--- src/rtl/dap_pkg.sv ---
// Package: shared types for the decimal parser.
// Assumes 8-bit ASCII input bytes.
package dap_pkg;

    // Class of one input byte
    typedef enum logic [1:0] {
        CC_DIGIT = 2'd0,
        CC_MINUS = 2'd1,
        CC_EOL   = 2'd2,
        CC_OTHER = 2'd3
    } char_class_e;

    // Parse position within a string
    typedef enum logic [1:0] {
        ST_FIRST  = 2'd0,  // no byte of the string seen yet
        ST_SIGN   = 2'd1,  // minus seen, waiting for the first digit
        ST_DIGITS = 2'd2,  // at least one digit folded in
        ST_DRAIN  = 2'd3   // error reported, dropping bytes to the string end
    } parse_state_e;

endpackage

--- src/rtl/dap_char_class.sv ---
// Module: dap_char_class
// Sorts one ASCII byte into digit, minus, end-of-line or other, and
// gives the numeric value of a digit. Purely combinational.
// Assumes CHAR_W >= 7 so the ASCII codes fit.
module dap_char_class
    import dap_pkg::*;
#(
    parameter int CHAR_W = 8
) (
    input  logic [CHAR_W-1:0] chr,
    output char_class_e       cls,
    output logic [3:0]        digit
);
    localparam logic [CHAR_W-1:0] CODE_ZERO  = CHAR_W'(8'h30);
    localparam logic [CHAR_W-1:0] CODE_NINE  = CHAR_W'(8'h39);
    localparam logic [CHAR_W-1:0] CODE_MINUS = CHAR_W'(8'h2D);
    localparam logic [CHAR_W-1:0] CODE_CR    = CHAR_W'(8'h0D);
    localparam logic [CHAR_W-1:0] CODE_LF    = CHAR_W'(8'h0A);

    logic [CHAR_W-1:0] offset;

    // Digit value: subtract the code of '0'
    always_comb begin
        offset = chr - CODE_ZERO;
        digit  = offset[3:0];
    end

    // Byte classification
    always_comb begin
        if (chr >= CODE_ZERO && chr <= CODE_NINE) begin
            cls = CC_DIGIT;
        end else if (chr == CODE_MINUS) begin
            cls = CC_MINUS;
        end else if (chr == CODE_CR || chr == CODE_LF) begin
            cls = CC_EOL;
        end else begin
            cls = CC_OTHER;
        end
    end

endmodule

--- src/rtl/dap_mac10.sv ---
// Module: dap_mac10
// Computes base*10 + digit using shifts and one adder chain, so one digit
// can be folded in per clock. Flags a sum above the limit for the sign:
// 2^(DATA_W-1)-1 for positive, 2^(DATA_W-1) for negative numbers.
// Assumes base never exceeds the negative limit on entry.
module dap_mac10 #(
    parameter int DATA_W = 16,
    parameter int ACC_W  = DATA_W + 1
) (
    input  logic [ACC_W-1:0] base,
    input  logic [3:0]       digit,
    input  logic             neg,
    output logic [ACC_W-1:0] sum,
    output logic             ovf
);
    localparam int MAC_W = ACC_W + 4;
    localparam logic [MAC_W-1:0] POS_LIM =
        {{(MAC_W-DATA_W+1){1'b0}}, {(DATA_W-1){1'b1}}};
    localparam logic [MAC_W-1:0] NEG_LIM = POS_LIM + MAC_W'(1);

    logic [MAC_W-1:0] wide_base;
    logic [MAC_W-1:0] wide_sum;

    // Times ten as (x<<3)+(x<<1), plus the digit
    always_comb begin
        wide_base = MAC_W'(base);
        wide_sum  = (wide_base << 3) + (wide_base << 1) + MAC_W'(digit);
        sum       = wide_sum[ACC_W-1:0];
    end

    // Range check against the limit for the current sign
    always_comb begin
        ovf = neg ? (wide_sum > NEG_LIM) : (wide_sum > POS_LIM);
    end

endmodule

--- src/rtl/dap_result_fmt.sv ---
// Module: dap_result_fmt
// Turns an unsigned magnitude and a sign into a two's-complement word.
// Assumes the magnitude is already within range for the sign.
module dap_result_fmt #(
    parameter int DATA_W = 16,
    parameter int ACC_W  = DATA_W + 1
) (
    input  logic [ACC_W-1:0]  mag,
    input  logic              neg,
    output logic [DATA_W-1:0] value
);
    logic [DATA_W-1:0] low;

    // Conditional negation of the low word
    always_comb begin
        low   = mag[DATA_W-1:0];
        value = neg ? (~low + DATA_W'(1)) : low;
    end

endmodule

--- src/rtl/dec_ascii_parser.sv ---
// Module: dec_ascii_parser (top)
// Streaming ASCII decimal parser. Reads one byte per valid cycle from
// the left, takes an optional leading minus, and accumulates digits.
// A string ends at a byte with in_last or at a CR/LF byte. A result
// or an error strobe follows one cycle after the deciding byte. After
// an error the rest of the string is dropped.
// Assumes the producer sends strings back to back with no framing
// other than in_last or CR/LF.
module dec_ascii_parser
    import dap_pkg::*;
#(
    parameter int DATA_W = 16,
    parameter int CHAR_W = 8
) (
    input  logic              clk,
    input  logic              rst_n,
    input  logic              in_valid,
    input  logic [CHAR_W-1:0] in_char,
    input  logic              in_last,
    output logic              out_valid,
    output logic [DATA_W-1:0] out_value,
    output logic              out_error
);
    localparam int ACC_W = DATA_W + 1;

    parse_state_e      state_q, state_d;
    logic [ACC_W-1:0]  acc_q, acc_d;
    logic              neg_q, neg_d;

    char_class_e       cls;
    logic [3:0]        digit;
    logic [ACC_W-1:0]  mac_base;
    logic [ACC_W-1:0]  mac_sum;
    logic              mac_ovf;
    logic [ACC_W-1:0]  res_mag;
    logic [DATA_W-1:0] res_value;
    logic              terminal;
    logic              finish;
    logic              fault;

    dap_char_class #(.CHAR_W(CHAR_W)) u_class (
        .chr   (in_char),
        .cls   (cls),
        .digit (digit)
    );

    dap_mac10 #(.DATA_W(DATA_W), .ACC_W(ACC_W)) u_mac (
        .base  (mac_base),
        .digit (digit),
        .neg   (neg_d),
        .sum   (mac_sum),
        .ovf   (mac_ovf)
    );

    dap_result_fmt #(.DATA_W(DATA_W), .ACC_W(ACC_W)) u_fmt (
        .mag   (res_mag),
        .neg   (neg_d),
        .value (res_value)
    );

    // Operand selection: the first digit starts from zero
    always_comb begin
        mac_base = (state_q == ST_DIGITS) ? acc_q : '0;
        res_mag  = (cls == CC_DIGIT) ? mac_sum : acc_q;
        terminal = in_last || (cls == CC_EOL);
    end

    // Parse step: next state, magnitude, sign, and result/error decision
    always_comb begin
        state_d = state_q;
        acc_d   = acc_q;
        neg_d   = neg_q;
        finish  = 1'b0;
        fault   = 1'b0;
        if (in_valid) begin
            unique case (state_q)
                ST_FIRST: begin
                    unique case (cls)
                        CC_DIGIT: begin
                            neg_d = 1'b0;
                            acc_d = mac_sum;
                            if (in_last) finish = 1'b1;
                            else         state_d = ST_DIGITS;
                        end
                        CC_MINUS: begin
                            neg_d = 1'b1;
                            if (in_last) fault = 1'b1;
                            else         state_d = ST_SIGN;
                        end
                        default: begin
                            fault   = 1'b1;
                            state_d = terminal ? ST_FIRST : ST_DRAIN;
                        end
                    endcase
                end
                ST_SIGN: begin
                    if (cls == CC_DIGIT) begin
                        acc_d = mac_sum;
                        if (in_last) begin
                            finish  = 1'b1;
                            state_d = ST_FIRST;
                        end else begin
                            state_d = ST_DIGITS;
                        end
                    end else begin
                        fault   = 1'b1;
                        state_d = terminal ? ST_FIRST : ST_DRAIN;
                    end
                end
                ST_DIGITS: begin
                    unique case (cls)
                        CC_DIGIT: begin
                            if (mac_ovf) begin
                                fault   = 1'b1;
                                state_d = terminal ? ST_FIRST : ST_DRAIN;
                            end else begin
                                acc_d = mac_sum;
                                if (in_last) begin
                                    finish  = 1'b1;
                                    state_d = ST_FIRST;
                                end
                            end
                        end
                        CC_EOL: begin
                            finish  = 1'b1;
                            state_d = ST_FIRST;
                        end
                        default: begin
                            fault   = 1'b1;
                            state_d = terminal ? ST_FIRST : ST_DRAIN;
                        end
                    endcase
                end
                ST_DRAIN: begin
                    if (terminal) state_d = ST_FIRST;
                end
                default: state_d = ST_FIRST;
            endcase
        end
    end

    // Parse registers
    always_ff @(posedge clk) begin
        if (!rst_n) begin
            state_q <= ST_FIRST;
            acc_q   <= '0;
            neg_q   <= 1'b0;
        end else begin
            state_q <= state_d;
            acc_q   <= acc_d;
            neg_q   <= neg_d;
        end
    end

    // Result registers: one-cycle strobe, value and error held between results
    always_ff @(posedge clk) begin
        if (!rst_n) begin
            out_valid <= 1'b0;
            out_value <= '0;
            out_error <= 1'b0;
        end else begin
            out_valid <= finish || fault;
            if (fault) begin
                out_value <= '0;
                out_error <= 1'b1;
            end else if (finish) begin
                out_value <= res_value;
                out_error <= 1'b0;
            end
        end
    end

endmodule

--- config.mk ---
export PLATFORM = sky130hd
export DESIGN_NAME = dec_ascii_parser
export DESIGN_NICKNAME = d
export VERILOG_FILES = /design/src/rtl/dap_pkg.sv /design/src/rtl/dap_char_class.sv /design/src/rtl/dap_mac10.sv /design/src/rtl/dap_result_fmt.sv /design/src/rtl/dec_ascii_parser.sv
export SDC_FILE = /design/constraint.sdc
export NUM_CORES = 1
export LEC_CHECK = 0
export BUFFER_PORTS_ARGS = -buffer_cell sky130_fd_sc_hd__buf_2
export CAP_MARGIN = 0
export CORE_MARGIN = 1
export CORE_UTILIZATION = 50
export CTS_CLUSTER_DIAMETER = 120
export DETAILED_ROUTE_END_ITERATION = 8
export GPL_TIMING_DRIVEN = 0
export MAX_ROUTING_LAYER = met4
export PLACE_DENSITY = 0.74
export SYNTH_ARGS = -nofsm -noshare
export SYNTH_HDL_FRONTEND = slang
export SYNTH_SLANG_ARGS = --single-unit
--- constraint.sdc ---
create_clock -name clk -period 6.1 [get_ports clk]
set_clock_uncertainty 0.1 [all_clocks]
set_input_delay 1.22 -clock clk [delete_from_list [all_inputs] [get_ports clk]]
set_output_delay 1.22 -clock clk [all_outputs]
set_load 0.005 [all_outputs]
==> run metrics <==
# nets final=585; Crit path depth=17; prevailing post-synth register cell=dfxtp_1; Reg-to-Reg Start=state_q[1]$_SDFFE_PN0P_; fill count=721; # setup viols final=0; die height=90.05 µm; CTS Hold Bufs=0; placed wire-length estimate=9034 µm; EDFF count, synth=0; Setup Fix Bufs, Post-CTS=0; top post-synthesis cells by area=dfxtp_1 20%, ha_1 11%, a21oi_1 5.2%; CP most frequent cell=clkbuf_1; Mean Syn Cell Area=7.691 µm²; gr ovfl total=0; drt first pass iters=5; Worst setup SP type=flip-flop; ratio of cells with drive above 1 in the final layout=0.1113; Setup Total Neg Slack=0 ns; share of the synthesized area in the top cell type=0.1963; GRT busiest layer=met2; Worst setup EP type=flip-flop; CTS buffer count=5; CTS H-Tree Depth=2; WP data arrival=5.74 ns; synthesized cell area=3876 µm²; Starting Density=0.5260; r2r setup slk=0.41 ns; hold wc startpoint=out_value[9]$_SDFFE_PP0P_; Placeable Area=7370 µm²; # IOs=30; Die W=90.05 µm; Detail Route Antenna Nets=0; worst reg2reg path depth=17; DIE AREA=8108 µm²; Leakage=1.720 nW; root buf cell=clkbuf_8; routing usage on met1=0.3918; GR Util met2=0.4625; CP delay by family, top=simple AND/OR/NAND/NOR gates; Slowest-stage cell, CP=dfxtp_1; antenna violations before repair=0; Mapped Nets=551; Async SR Flop Fraction=0; kind of critical path=flip-flop to flip-flop; number of global-route vias before repair=3,820; row count=31; crit share post-route=0.9324; Slew Limit Fails=0; GRT Overall Usage=0.2948; drt first-iter violations=440; Rel. slew slack=0.3174; fin cells=638; Antenna Diode Count=0; Worst-path clk slew=0.08 ns; RSZ-0062 raised after global routing=false; Final Hold Viols=0; crit path cell chain=nor2b_1 > clkbuf_2 > clkbuf_1 > and2_1 > ha_1 > ha_1 > clkbuf_1 > nand4_1 > nor2_1 > a221oi_4 > xnor2_1 > or3_1 > o41ai_4 > a41oi_2 > clkbuf_1 > o21ai_0 > a21oi_1; wire per inst=17.98 µm; largest fanout on the critical path=10; routability cong.=0.9492; Worst Hold Depth=2; PortBufs=28; Hold Path Class=flip-flop to flip-flop; Post-CTS Resized=0; Synth-to-Final Area Change=10.20%; Power Density=125.4 nW/µm²; highest clock rate=175.8 MHz; Buf/Inv on CP=4; VDD IR max=0.09669 mV; Yosys cell types=72; Skew-Pair Late Insertion Delay=0.29 ns; Vias=4,048; Tot Pwr=0.5358 mW; max incr delay on CP=0.59 ns; sequential area share after synthesis=0.1963; largest area contributor in the netlist=dfxtp_1; CTS sink cnt=38; WL final=11,470 µm; status=finished clean; actual slew at the worst max-slew pin=1.022 ns; first-pass GRT wire length=19,110 µm; Hold Slack=0.3586 ns; instance count of the mapped netlist=504; largest net degree at the start of global routing=12; clock tree buffer depth=2; max_cap viols=0; register bit total from synthesis=38; worst hold endpoint=out_value[9]$_SDFFE_PP0P_; Global Route met3 Usage=0.05245; R2R Path End=acc_q[5]$_SDFFE_PN0P_; Placed Instances=631; Yosys warning count=0; DR DRC count=0; Worst EP required=6.16 ns; CTS tree=built; via/cell ratio=6.345; fin crit period=5.688 ns
==> cells by family (layout without fill, tap and decap cells) <==
logic type      Yosys count  count (layout)  share of synthesized area
compound gates          163             163                     0.2970
xor+xnor                 29              29                    0.06553
fa+ha+maj                35              35                     0.1149
buf+inv                  46              81                    0.04616
flops                    38              38                     0.1963
mux                      16              16                    0.04164
simple gates            177             177                     0.2385
==> power by group <==
group	switching [mW]	internal [mW]	total [mW]
Sequential	0.00486	0.251	0.256
Clock	0.0927	0.114	0.207
Combinational	0.0486	0.0240	0.0726
Total	0.146	0.390	0.536
==> through the flow <==
step / utilization / cell area (µm²) / setup WS (ns)
6_report: 0.5796 / 4272 / 0.4121
5_1_grt: 0.5796 / 4272 / 0.1330
4_1_cts: 0.5767 / 4250 / 0.04589
3_5_place_dp: 0.5618 / 4140 / 0.06653
3_3_place_gp: 0.5618 / 4140 / 0.1870
2_1_floorplan: - / 3876 / 1.357
==> tightest hold or removal path, cell delays in order (launching register included) <==
cell	delay (ns)
dfxtp_1	0.31
inv_1	0.05
a211oi_1	0.05
==> Yosys cell counts (5+ instances only) <==
master	n
a21oi_1	40
dfxtp_1	38
nand3_1	37
ha_1	34
nand2_1	34
nor2_1	32
o21ai_0	28
clkbuf_1	23
xnor2_1	21
and2_1	20
inv_1	17
mux2i_1	15
a31oi_1	11
nor3_1	11
a211oi_1	9
a22oi_1	9
xor2_1	8
a21o_1	6
or3_1	6
buf_2	5
nor2b_1	5
o211ai_1	5
o21a_1	5
or4_1	5
==> layout by cell type, fill, tap and decap left out, types with 9 or more instances in the layout <==
master,netlist,routed
a211oi_1,9,9
a21oi_1,40,40
a22oi_1,9,9
a31oi_1,11,11
and2_1,20,20
buf_2,5,33
clkbuf_1,23,21
dfxtp_1,38,38
ha_1,34,34
inv_1,17,17
mux2i_1,15,15
nand2_1,34,34
nand3_1,37,37
nor2_1,32,32
nor3_1,11,11
o21ai_0,28,28
xnor2_1,21,21
==> worst max path at each step <==
stage / startpoint / to / slack (ns)
finish: state_q[1]$_SDFFE_PN0P_ / acc_q[5]$_SDFFE_PN0P_ / 0.41
global route: state_q[1]$_SDFFE_PN0P_ / out_value[9]$_SDFFE_PP0P_ / 0.13
CTS: state_q[1]$_SDFFE_PN0P_ / out_value[5]$_SDFFE_PP0P_ / 0.05
detailed placement: state_q[1]$_SDFFE_PN0P_ / out_value[5]$_SDFFE_PP0P_ / 0.07
global placement: state_q[1]$_SDFFE_PN0P_ / out_value[5]$_SDFFE_PP0P_ / 0.19
floorplan: state_q[1]$_SDFFE_PN0P_ / out_value[12]$_SDFFE_PP0P_ / 1.36
==> layout make-up <==
type                    count  area (µm²)  share of cell area
inverters                  17       63.81             0.01494
clock buffers               8       110.1             0.02578
flip-flops and latches     38       760.7              0.1781
plain buffers              28       112.6             0.02636
repair buffers             28       140.1             0.03281
multi-input cells         420        2960              0.6930
well taps                  99       123.9             0.02900
==> flip-flops by register name (all words and copies together) (netlist names) <==
register	count
out_value	16
neg_q	1
out_valid	1
state_q	2
out_error	1
acc_q	17
==> routing by layer <==
metal  up-vias  part of all wire
li1       1971                 -
met1      1914              0.46
met2       149              0.46
met3        14             0.064
met4         0             0.012
met5         -                 0
Note: power is estimated with default switching activity, not from simulation.
